===== src/rtl/bmx_pkg.sv =====
package bmx_pkg;

    typedef enum logic [1:0] {
        OP_SPLIT = 2'b00,
        OP_BEQ   = 2'b01,
        OP_RMASK = 2'b10,
        OP_NONE  = 2'b11
    } bmx_op_e;

    typedef struct packed {
        logic we_a;
        logic we_b;
        logic dst_b;
    } bmx_ctl_t;

endpackage


===== src/rtl/bmx_decode.sv =====
module bmx_decode
    import bmx_pkg::*;
(
    input  logic [1:0] op_sel,
    output bmx_op_e    op,
    output bmx_ctl_t   ctl
);

    assign op = bmx_op_e'(op_sel);

    always_comb begin
        ctl = '0;
        unique case (op)
            OP_SPLIT: begin
                ctl.we_a = 1'b1;
                ctl.we_b = 1'b1;
            end
            OP_BEQ: begin
                ctl.we_a = 1'b1;
            end
            OP_RMASK: begin
                ctl.we_a  = 1'b1;
                ctl.dst_b = 1'b1;
            end
            OP_NONE: begin
                ctl = '0;
            end
        endcase
    end

    always_comb begin
        if (ctl.dst_b) begin
            AST_DST_ONLY_MASKOP: assert (op_sel == 2'b10) else $error("destination flag outside replace-under-mask");
        end
    end

endmodule


===== src/rtl/bmx_split.sv =====
module bmx_split #(
    parameter int XLEN = 32
) (
    input  logic [XLEN-1:0] src,
    output logic [XLEN-1:0] lo_word,
    output logic [XLEN-1:0] hi_word
);

    localparam int HALF = XLEN / 2;

    assign lo_word = {{HALF{1'b0}}, src[HALF-1:0]};
    assign hi_word = src >> HALF;

    always_comb begin
        AST_SPLIT_REJOIN: assert ({hi_word[HALF-1:0], lo_word[HALF-1:0]} == src) else $error("split halves do not rebuild the source");
    end

endmodule


===== src/rtl/bmx_biteq.sv =====
module bmx_biteq #(
    parameter int XLEN = 32
) (
    input  logic [XLEN-1:0] lhs,
    input  logic [XLEN-1:0] rhs,
    output logic [XLEN-1:0] match
);

    for (genvar i = 0; i < XLEN; i++) begin : g_bit
        assign match[i] = (lhs[i] == rhs[i]);
    end

    always_comb begin
        if (lhs == rhs) begin
            AST_EQ_ALL_ONES: assert (&match) else $error("identical sources gave a zero bit");
        end
    end

endmodule


===== src/rtl/bmx_mask.sv =====
module bmx_mask #(
    parameter int XLEN  = 32,
    parameter int IMM_W = 16
) (
    input  logic [XLEN-1:0]  take_one,
    input  logic [XLEN-1:0]  take_zero,
    input  logic [IMM_W-1:0] imm,
    output logic [XLEN-1:0]  merged
);

    localparam int EXT = XLEN - IMM_W;

    logic [XLEN-1:0] mask;

    if (EXT > 0) begin : g_sext
        assign mask = {{EXT{imm[IMM_W-1]}}, imm};
    end else begin : g_flat
        assign mask = imm[XLEN-1:0];
    end

    for (genvar i = 0; i < XLEN; i++) begin : g_sel
        assign merged[i] = mask[i] ? take_one[i] : take_zero[i];
    end

    always_comb begin
        if (imm[IMM_W-1] && EXT > 0) begin
            AST_SEXT_UPPER: assert (merged[XLEN-1:IMM_W] == take_one[XLEN-1:IMM_W]) else $error("negative immediate did not select upper bits from first source");
        end
        if (imm == '0) begin
            AST_ZERO_MASK: assert (merged == take_zero) else $error("empty mask did not pass second source");
        end
    end

endmodule


===== src/rtl/bmx_exec.sv =====
module bmx_exec
    import bmx_pkg::*;
#(
    parameter int XLEN  = 32,
    parameter int IMM_W = 16
) (
    input  logic [1:0]       op_sel,
    input  logic [XLEN-1:0]  src_a,
    input  logic [XLEN-1:0]  src_b,
    input  logic [IMM_W-1:0] imm,
    output logic [XLEN-1:0]  res_a,
    output logic             res_a_we,
    output logic [XLEN-1:0]  res_b,
    output logic             res_b_we,
    output logic             dst_is_srcb
);

    localparam int HALF = XLEN / 2;

    bmx_op_e         op;
    bmx_ctl_t        ctl;
    logic [XLEN-1:0] split_lo;
    logic [XLEN-1:0] split_hi;
    logic [XLEN-1:0] eq_word;
    logic [XLEN-1:0] mask_word;

    bmx_decode u_decode (
        .op_sel (op_sel),
        .op     (op),
        .ctl    (ctl)
    );

    bmx_split #(.XLEN(XLEN)) u_split (
        .src     (src_a),
        .lo_word (split_lo),
        .hi_word (split_hi)
    );

    bmx_biteq #(.XLEN(XLEN)) u_biteq (
        .lhs   (src_a),
        .rhs   (src_b),
        .match (eq_word)
    );

    bmx_mask #(.XLEN(XLEN), .IMM_W(IMM_W)) u_mask (
        .take_one  (src_a),
        .take_zero (src_b),
        .imm       (imm),
        .merged    (mask_word)
    );

    always_comb begin
        res_a = '0;
        res_b = '0;
        unique case (op)
            OP_SPLIT: begin
                res_a = split_lo;
                res_b = split_hi;
            end
            OP_BEQ:   res_a = eq_word;
            OP_RMASK: res_a = mask_word;
            OP_NONE:  res_a = '0;
        endcase
    end

    assign res_a_we    = ctl.we_a;
    assign res_b_we    = ctl.we_b;
    assign dst_is_srcb = ctl.dst_b;

    always_comb begin
        if (res_b_we) begin
            AST_SECOND_NEEDS_FIRST: assert (res_a_we) else $error("second enable without first");
            AST_SPLIT_UPPER_ZERO: assert (res_a[XLEN-1:HALF] == '0 && res_b[XLEN-1:HALF] == '0) else $error("split result upper half not zero");
        end
        if (op_sel == 2'b11) begin
            AST_INVALID_QUIET: assert (!res_a_we && !res_b_we && !dst_is_srcb && res_a == '0 && res_b == '0) else $error("invalid code had an effect");
        end
        if (!res_b_we) begin
            AST_SECOND_IDLE_ZERO: assert (res_b == '0) else $error("second result nonzero without its enable");
        end
    end

endmodule


===== config.mk =====
export PLATFORM = sky130hd
export DESIGN_NAME = bmx_exec
export DESIGN_NICKNAME = d
export VERILOG_FILES = /design/src/rtl/bmx_pkg.sv /design/src/rtl/bmx_decode.sv /design/src/rtl/bmx_split.sv /design/src/rtl/bmx_biteq.sv /design/src/rtl/bmx_mask.sv /design/src/rtl/bmx_exec.sv
export SDC_FILE = /design/constraint.sdc
export NUM_CORES = 1
export LEC_CHECK = 0
export ABC_AREA = 1
export BUFFER_PORTS_ARGS = -buffer_cell sky130_fd_sc_hd__buf_2
export CELL_PAD_IN_SITES_DETAIL_PLACEMENT = 0
export CELL_PAD_IN_SITES_GLOBAL_PLACEMENT = 1
export CORE_AREA = 2 2 101 74
export DETAILED_ROUTE_END_ITERATION = 12
export DIE_AREA = 0 0 103 76
export PLACE_DENSITY_LB_ADDON = 0.2
export SLEW_MARGIN = 20
export SYNTH_ARGS = -nofsm -noshare
export SYNTH_HDL_FRONTEND = slang
export SYNTH_SLANG_ARGS = --single-unit

===== constraint.sdc =====
create_clock -name vclk -period 1.91
set_input_delay 0.2865 -clock vclk [all_inputs]
set_output_delay 0.2865 -clock vclk [all_outputs]
set_load 0.05 [all_outputs]

==> impl_results.md, run 1 <==
- Status: completed
- CTS Hold Bufs: 0
- Clk_buf instances: 0
- Power density over the cells: 347 mW/mm^2
- Setup Buffers After CTS: 0
- Worst IR Drop VDD: 0.000125 V
- Starting Density: between 20% and 30%
- Fraction of the yosys area taken by sequential cells: 0%
- # port buffers: 133
- Total gr overflow: 0
- Largest net degree at the start of global routing: 35
- Cell variety after synth: 12
- Via count: between 2,000 and 2,500
- DP Cell Count: ~560
- RSZ-0062 raised after global routing: false
- Non-Filler Instances: roughly 560
- HPWL after detailed placement: between 4 and 5 mm
- Minimum clock period: ~1.5 ns
- Arr. time, crit path: 1.26 ns
- Critical path type: in2out
- N_diodes: 0
- Vias per cell: a little over 4
- Die Wd: ~100 um
- CTS resizes: 0
- Yosys warning total: 0
- Mapped Area: about 0.0015 sq mm
- Final Wtd Congestion: 0.779
- Setup TNS: 0 ns
- ANT nets after route: 0
- Final hold violations: 0
- CP endpoint kind: output port
- Synth Area in XOR/XNOR: 0%
- First-pass GRT wire length: 8.42 mm
- LEAKAGE: about 1.6 nW
- # setup viols final: 0
- Most common cell after layout, fill and taps aside: nand2_1
- Max-Cap Viols: 0
- Post-DP Area: between 0.002 and 0.0025 sq mm
- WL/cell: slightly below 10 um
- Slew Limit Fails: 0
- Vias in the first global route: roughly 2,000
- Avg Inst Size Synth: around 4.5 sq um
- Final Cell Area: 0.00227 sq mm
- Simple-Gate Fraction of Synth Area: between 50% and 60%
- Initial DRT Pass Iterations: 4
- Crit share post-route: between 80 and 90%
- FF+latch count: 0
- DRT Wirelength: around 5.4 mm
- Synth-to-Final Area Change: 48.1%
- Hold Path Class: in2out
- Fillers: just over 800
- Commonest non-fill, non-tap cells in the layout: nand2_1, buf_2, inv_1
- Top Ports: 149
- Initial antenna violation count: 0
- Core box area: around 0.0070 sq mm
- Gate Count Post-Synth: ~340
- Max Fclk: between 600 and 700 MHz
- # rows: 26
- Area of the multi-input gates: around 0.0011 sq mm
- Relative slew slack: between 60% and 70%
- Die height: approximately 76 um
- 1st-iter DRT viols: between 70 and 80
- Final worst slack: between 0.3 and 0.4 ns
- Reg area: 0 sq um
- Pre-CTS setup slack: 0.353 ns
- CP Max Fanout: 22
- CP startpoint kind: input pin
- DRC viols: 0
- Synth Area in Compound Gates: about 13%
- Mux cell area share after synthesis: 0%
- Slew at the pin closest to its max-slew limit: about 0.53 ns
- Total GRT Usage: 12.6%
- Worst endpoint required time: about 1.6 ns
- Layout Nets: 547
- Die area: roughly 0.008 sq mm
- Largest family of logic cells by synthesized area: simple AND/OR/NAND/NOR gates
- Layout cell share with drive strength beyond 1: a little under a third
- Post-Synth Adder-Cell Area: 0%
-- report_power, final --
group / total, mW / internal [mW] / leakage [nW] / switching (mW)
clock: 0 / 0 / 0 / 0
combinational: 0.789 / 0.207 / 1.58 / 0.581
sequential: 0 / 0 / 0 / 0
-- worst paths after layout --
path  slack, ns  depth (start not counted)      start   endpoint
max        0.36                          7  op_sel[0]  res_a[26]
min        0.98                          3  op_sel[1]   res_a_we
-- per-layer routing --
layer / up-vias / GRT usage, % / wire [um]
li1: 1255 / - / -
met4: 0 / 0.526 / 21
met1: 963 / 15.1 / 2450
met2: 81 / 23.8 / 2480
met3: 2 / 2.75 / 498
met5: - / 0 / 0
-- layout make-up --
| class | instances | share of cell area [%] |
|---|---|---|
| Inverter | 73 | 12.1 |
| Timing Repair Buffer | 140 | 33.2 |
| Tap cell | 98 | 5.39 |
| Multi-Input combinational cell | 250 | 49.3 |
-- logic make-up after synthesis --
| kind of cell | count (synthesis) |
|---|---|
| AO/OA/AOI/OAI | 26 |
| other | 1 |
| buffers and inverters | 103 |
| AND/OR/NAND/NOR | 208 |
-- synthesized netlist by cell type, drive strengths merged --
library cell / instances / share of area [%]
buf: 27 / 12
clkbuf: 3 / 0.73
conb: 1 / 0.24
inv: 73 / 18
nand2: 135 / 33
nand3: 54 / 18
nor2: 19 / 5.8
o211ai: 26 / 13
-- stage by stage --
step | hold WS [ns] | util [%] | power [mW]
6_report | 0.983 | 32.7 | 0.789
5_1_grt | 1.01 | 32.7 | 0.853
4_1_cts | 0.993 | 32.7 | 0.795
3_5_place_dp | 0.992 | 32.7 | 0.793
3_3_place_gp | 0.987 | 32.7 | 0.789
2_1_floorplan | 0.645 | - | 0.585
-- critical path, stage by stage --
cell and delay, ns:
buf_2 0.17, inv_1 0.07, nor2_2 0.12, buf_12 0.17
nand3_1 0.08, nand2_1 0.08, buf_2 0.26
(Power assumes the default switching activity.)
==> inputs of run 2 (changes only) <==
- ABC_AREA: 1 -> 0
- CORE_AREA: 2 2 101 74 -> 2 2 103 75
- DIE_AREA: 0 0 103 76 -> 0 0 105 77
- clock period: 1.91 -> 1.3 ns (I/O delays scaled with it)
==> run 2 against run 1 <==
Effect of this change: the flow now finishes with violations (negative setup slack); hold slack lost 0.24 ns; design area grew 25%; first-iteration DRC count shrank 13%; routed wire length grew 12%; flip-flop and latch count is the same; cell count shrank 22%; sequential share of layout area is the same; critical endpoint is now res_a[18]; largest power group unchanged; highest routed layer unchanged.
==> impl_results.md, run 2 <==
- First-pass GRT wire length: 9.69 mm
- Largest area contributor in the netlist: nor3_1
- CP peak stage delay: about 0.37 ns
- Die height: around 77 um
- HPWL after detailed placement: approximately 4.2 mm
- CP endpoint kind: output port
- Clk_buf instances: 0
- Max-Cap Viols: 0
- Via count: ~2,000
- Initial antenna violation count: 0
- Seq pwr share: 0%
- Total gr overflow: 0
- Vias per cell: 4.61
- Initial DRT Pass Iterations: 4
- Fin util: roughly two fifths
- Max Fclk: approximately 670 MHz
- DRC viols: 0
- Worst endpoint required time: between 1 and 1.5 ns
- Most common cell after layout, fill and taps aside: buf_2
- Cell variety after synth: 22
- Vias in the first global route: 1,965
- Final hold violations: 0
- # setup viols final: 32
- Starting Density: around 18%
- Int Power: 0.644 mW
- Post-synth top cells: nor3_1, buf_4, inv_1, a221o_1
- Combinational power share: 100.0%
- Crit-path leading delay family: compound AO/OA/AOI/OAI gates
- 1st-iter DRT viols: 68
- Switching fraction of total power: between 50 and 60%
- Area of the multi-input gates: around 0.0012 sq mm
- Top Ports: about 150
- # rows: 26
- # port buffers: 133
- Commonest non-fill, non-tap cells in the layout: buf_2, nor3_1, buf_8
- Most numerous cell in the Yosys netlist: nor3_1
- Synth area leaders: nor3_1, a221o_1, buf_4
- Final worst slack: -0.193 ns
- Gate Count Post-Synth: roughly 200
- Fraction of the yosys area taken by sequential cells: 0%
- Die area: 0.00809 sq mm
- Slew Limit Fails: 0
- WL/cell: ~14 um
- Critical path, cell by cell: buf_12, nor3b_4, buf_6, a21o_1, a221o_2, buf_8
- Status: finished with violations
- Sw Pwr: just under 0.9 mW
- Area share of the largest cell type after synthesis: between 10% and 20%
- RSZ-0062 raised after global routing: true
- DRT Wirelength: a little over 6 mm
- LEAKAGE: between 1.5 and 2 nW
- Avg Inst Size Synth: 6.45 sq um
- Sink of the worst hold path: res_a[0]
- Largest net degree at the start of global routing: 33
- Violated checks: negative setup slack
- Synth-to-Final Area Change: 117%
- Reg area: 0 sq um
- Mapped Area: approximately 0.0013 sq mm
- Minimum clock period: 1.49 ns
- Layout Nets: 423
- CP startpoint kind: input pin
- Crit share post-route: 115%
- Clock share of power: 0%
- FF+latch count: 0
- Arr. time, crit path: ~1.3 ns
- Total GRT Usage: 14.1%
- Worst IR Drop VDD: 0.000228 V
- Power density over the cells: 540 mW/mm^2
- Final Wtd Congestion: roughly 0.75
- CP Max Fanout: 7
- Critical path type: in2out
- Layout cell share with drive strength beyond 1: 61.7%
- Hold path cells: 3
- Die Wd: 105 um
- DP Cell Count: roughly 430
- Fillers: about 750
- CTS Hold Bufs: 0
- Non-Filler Instances: 437
- Core box area: a little over 0.007 sq mm
- CP bufs+invs: 3
- N_diodes: 0
- Yosys warning total: 0
- Hold wc startpoint: src_b[0]
- Hold Path Class: in2out
- Crit path max-delay cell type: a221o_2
- ANT nets after route: 0
run 2: area by class of cell:
| cell class | instances | share of cell area [%] |
|---|---|---|
| timing repair buffer | 154 | 49.8 |
| multi-input combinational | 167 | 43.5 |
| tap | 98 | 4.33 |
| inverter | 18 | 2.39 |
run 2: worst max-delay path by stage:
| stage | startpoint | end | slack, ns | cells after the start |
|---|---|---|---|---|
| finish | op_sel[1] | res_a[18] | -0.19 | 6 |
| CTS | op_sel[1] | res_a[23] | -0.19 | 6 |
| global route | op_sel[1] | res_a[18] | -0.23 | 6 |
| floorplan | op_sel[1] | res_a[16] | -0.11 | 5 |
| detailed placement | op_sel[0] | res_a[28] | -0.34 | 5 |
| global placement | op_sel[0] | res_a[28] | -0.32 | 5 |
run 2: kinds of logic (layout without fill, tap and decap cells):
group | after synthesis | in the layout | share of synthesized area, %
AO/OA/AOI/OAI | 66 | 66 | 41.2
buffers and inverters | 50 | 172 | 22.0
other | 1 | 16 | 0.288
AND/OR/NAND/NOR | 85 | 85 | 36.6
run 2: through the flow:
step                      power, mW  hold WS (ns)  setup WS [ns]  TNS (ns)  instance area (sq um)
after global routing           1.61         0.760         -0.228     -6.54                   2830
after detailed placement       1.20         0.806         -0.336    -12.65                   2160
after CTS                      1.49         0.747         -0.193     -4.53                   2760
after floorplan               0.905         0.562         -0.113    -0.952                   1470
after global placement         1.20         0.804         -0.319    -11.96                   2160
final                          1.53         0.745         -0.193     -4.50                   2830
run 2: layer usage:
metal | GRT usage, % | routed length [um]
met2 | 24.9 | 3020
met5 | 0 | 0
met3 | 1.19 | 295
met1 | 19.5 | 2750
met4 | 0.933 | 25
run 2: power by group through the flow:
| stage | clock, mW | combinational (mW) | sequential, mW |
|---|---|---|---|
| 2_1_floorplan | 0 | 0.905 | 0 |
| 3_3_place_gp | 0 | 1.20 | 0 |
| 3_5_place_dp | 0 | 1.20 | 0 |
| 4_1_cts | 0 | 1.49 | 0 |
| 5_1_grt | 0 | 1.61 | 0 |
| 6_report | 0 | 1.53 | 0 |
run 2: what timing repair did:
item	CTS	global route
pin swaps	26	20
resized for setup	139	22
gates cloned	3	0
setup buffers	6	0
setup endpoints to repair	49	49
==> inputs of run 3 (changes only) <==
- MAX_ROUTING_LAYER: default -> met4
==> run 3 against run 2 <==
Effect of this change: the run still ends with negative setup slack left; combinational power hardly changed; utilization stayed put; routed wire length is 0.28% higher; non-clock buffer count stayed put; global-route usage is 0.40 points higher; sequential share of layout area stayed put; critical path depth stayed put; clock-buffer cell count stayed put; cell count stayed put; via count is 0.69% lower; hold slack stayed put; critical path type unchanged; critical endpoint unchanged; highest routed layer unchanged.
==> impl_results.md, run 3 (same netlist as run 2, synthesis figures left out) <==
- Status: finished with violations
- Violated checks: negative setup slack
- LEAKAGE: between 1.5 and 2 nW
- Vias in the first global route: 1,963
- Via count: between 2,000 and 2,500
- DRC viols: 0
- Final hold violations: 0
- Slew Limit Fails: 0
- Layout Nets: roughly 420
- FF+latch count: 0
- RSZ-0062 raised after global routing: true
- CP startpoint kind: input pin
- HPWL after detailed placement: 4.22 mm
- First-pass GRT wire length: about 9.7 mm
- Starting Density: a little under a fifth
- DRT Wirelength: ~6.1 mm
- Die height: about 77 um
- # setup viols final: 32
- Clk_buf instances: 0
- Met1 Usage GRT: 19.7%
- Fillers: between 700 and 800
- CP endpoint kind: output port
- Met3 Use GR: 0.680%
- Fin util: between 30% and 40%
- Minimum clock period: ~1.5 ns
- # rows: 26
- Max Fclk: approximately 670 MHz
- Most common cell after layout, fill and taps aside: buf_2
- Worst endpoint required time: roughly 1.1 ns
- Largest net degree at the start of global routing: 33
- WL/cell: approximately 14 um
- CP Max Fanout: 7
- Die area: 0.00809 sq mm
- Crit share post-route: 115%
- Met2 Usage GRT: 25.2%
- Vias per cell: between 4 and 5
- Commonest non-fill, non-tap cells in the layout: buf_2, nor3_1, buf_8
- Worst Setup SP: op_sel[1]
- Power density over the cells: about 540 mW/mm^2
- Reg area: 0 sq um
- Hold Path Class: in2out
- # port buffers: 133
- Hold path cells: 3
- Layout cell share with drive strength beyond 1: 61.7%
- Setup TNS: -4.54 ns
- Initial DRT Pass Iterations: 4
- Core box area: 0.00709 sq mm
- N_diodes: 0
- ANT nets after route: 0
- 1st-iter DRT viols: between 50 and 60
- Total power: between 1.5 and 2 mW
- Pre-CTS setup slack: -0.336 ns
- Synth-to-Final Area Change: 117%
- CTS Hold Bufs: 0
- Total GRT Usage: between 10% and 20%
- Final worst slack: -0.192 ns
- Arr. time, crit path: ~1.3 ns
- Worst IR Drop VDD: around 0.00023 V
- Final Wtd Congestion: approximately 0.76
- Hold wc startpoint: src_b[0]
- Initial antenna violation count: 0
- Die Wd: approximately 110 um
- Max-Cap Viols: 0
- DP Cell Count: 429
- Top Ports: ~150
- Non-Filler Instances: about 440
- Critical path type: in2out
- Total gr overflow: 0
- GR peak layer: met2
[run 3: stage by stage]
stage	hold slack [ns]	instance area [sq um]
2_1_floorplan	0.562	1470
3_3_place_gp	0.804	2160
3_5_place_dp	0.806	2160
4_1_cts	0.747	2760
5_1_grt	0.760	2830
6_report	0.745	2830
[run 3: path summary, 6_finish.rpt]
| check | endpoint | slack, ns |
|---|---|---|
| setup / recovery | res_a[18] | -0.19 |
| hold / removal | res_a[0] | 0.75 |
[run 3: timing repair]
action | CTS | global route
gates resized for setup | 139 | 22
pin swaps | 26 | 20
setup endpoints to repair | 49 | 49
setup buffers | 6 | 0
gates cloned | 3 | 0
[run 3: final cells by class]
| type | instances | area [sq um] | share of cell area [%] |
|---|---|---|---|
| Timing Repair Buffer | 154 | 1410 | 49.8 |
| Multi-Input combinational cell | 167 | 1230 | 43.5 |
| Tap cell | 98 | 123 | 4.33 |
| Inverter | 18 | 67.6 | 2.39 |
[run 3: routing by layer]
metal,vias up,part of all wire [%]
met5,-,0
li1,1000,-
met4,0,0.25
met2,66,50
met3,2,4.2
met1,934,46
[run 3: critical path: stages]
cell     delay, ns
buf_12        0.12
nor3b_4       0.17
buf_6         0.13
a21o_1        0.14
a221o_2       0.37
buf_8         0.16
[run 3: where the power goes]
part	switching, mW	internal (mW)	total (mW)
sequential	0	0	0
clock	0	0	0
combinational	0.886	0.644	1.53
total	0.886	0.644	1.53
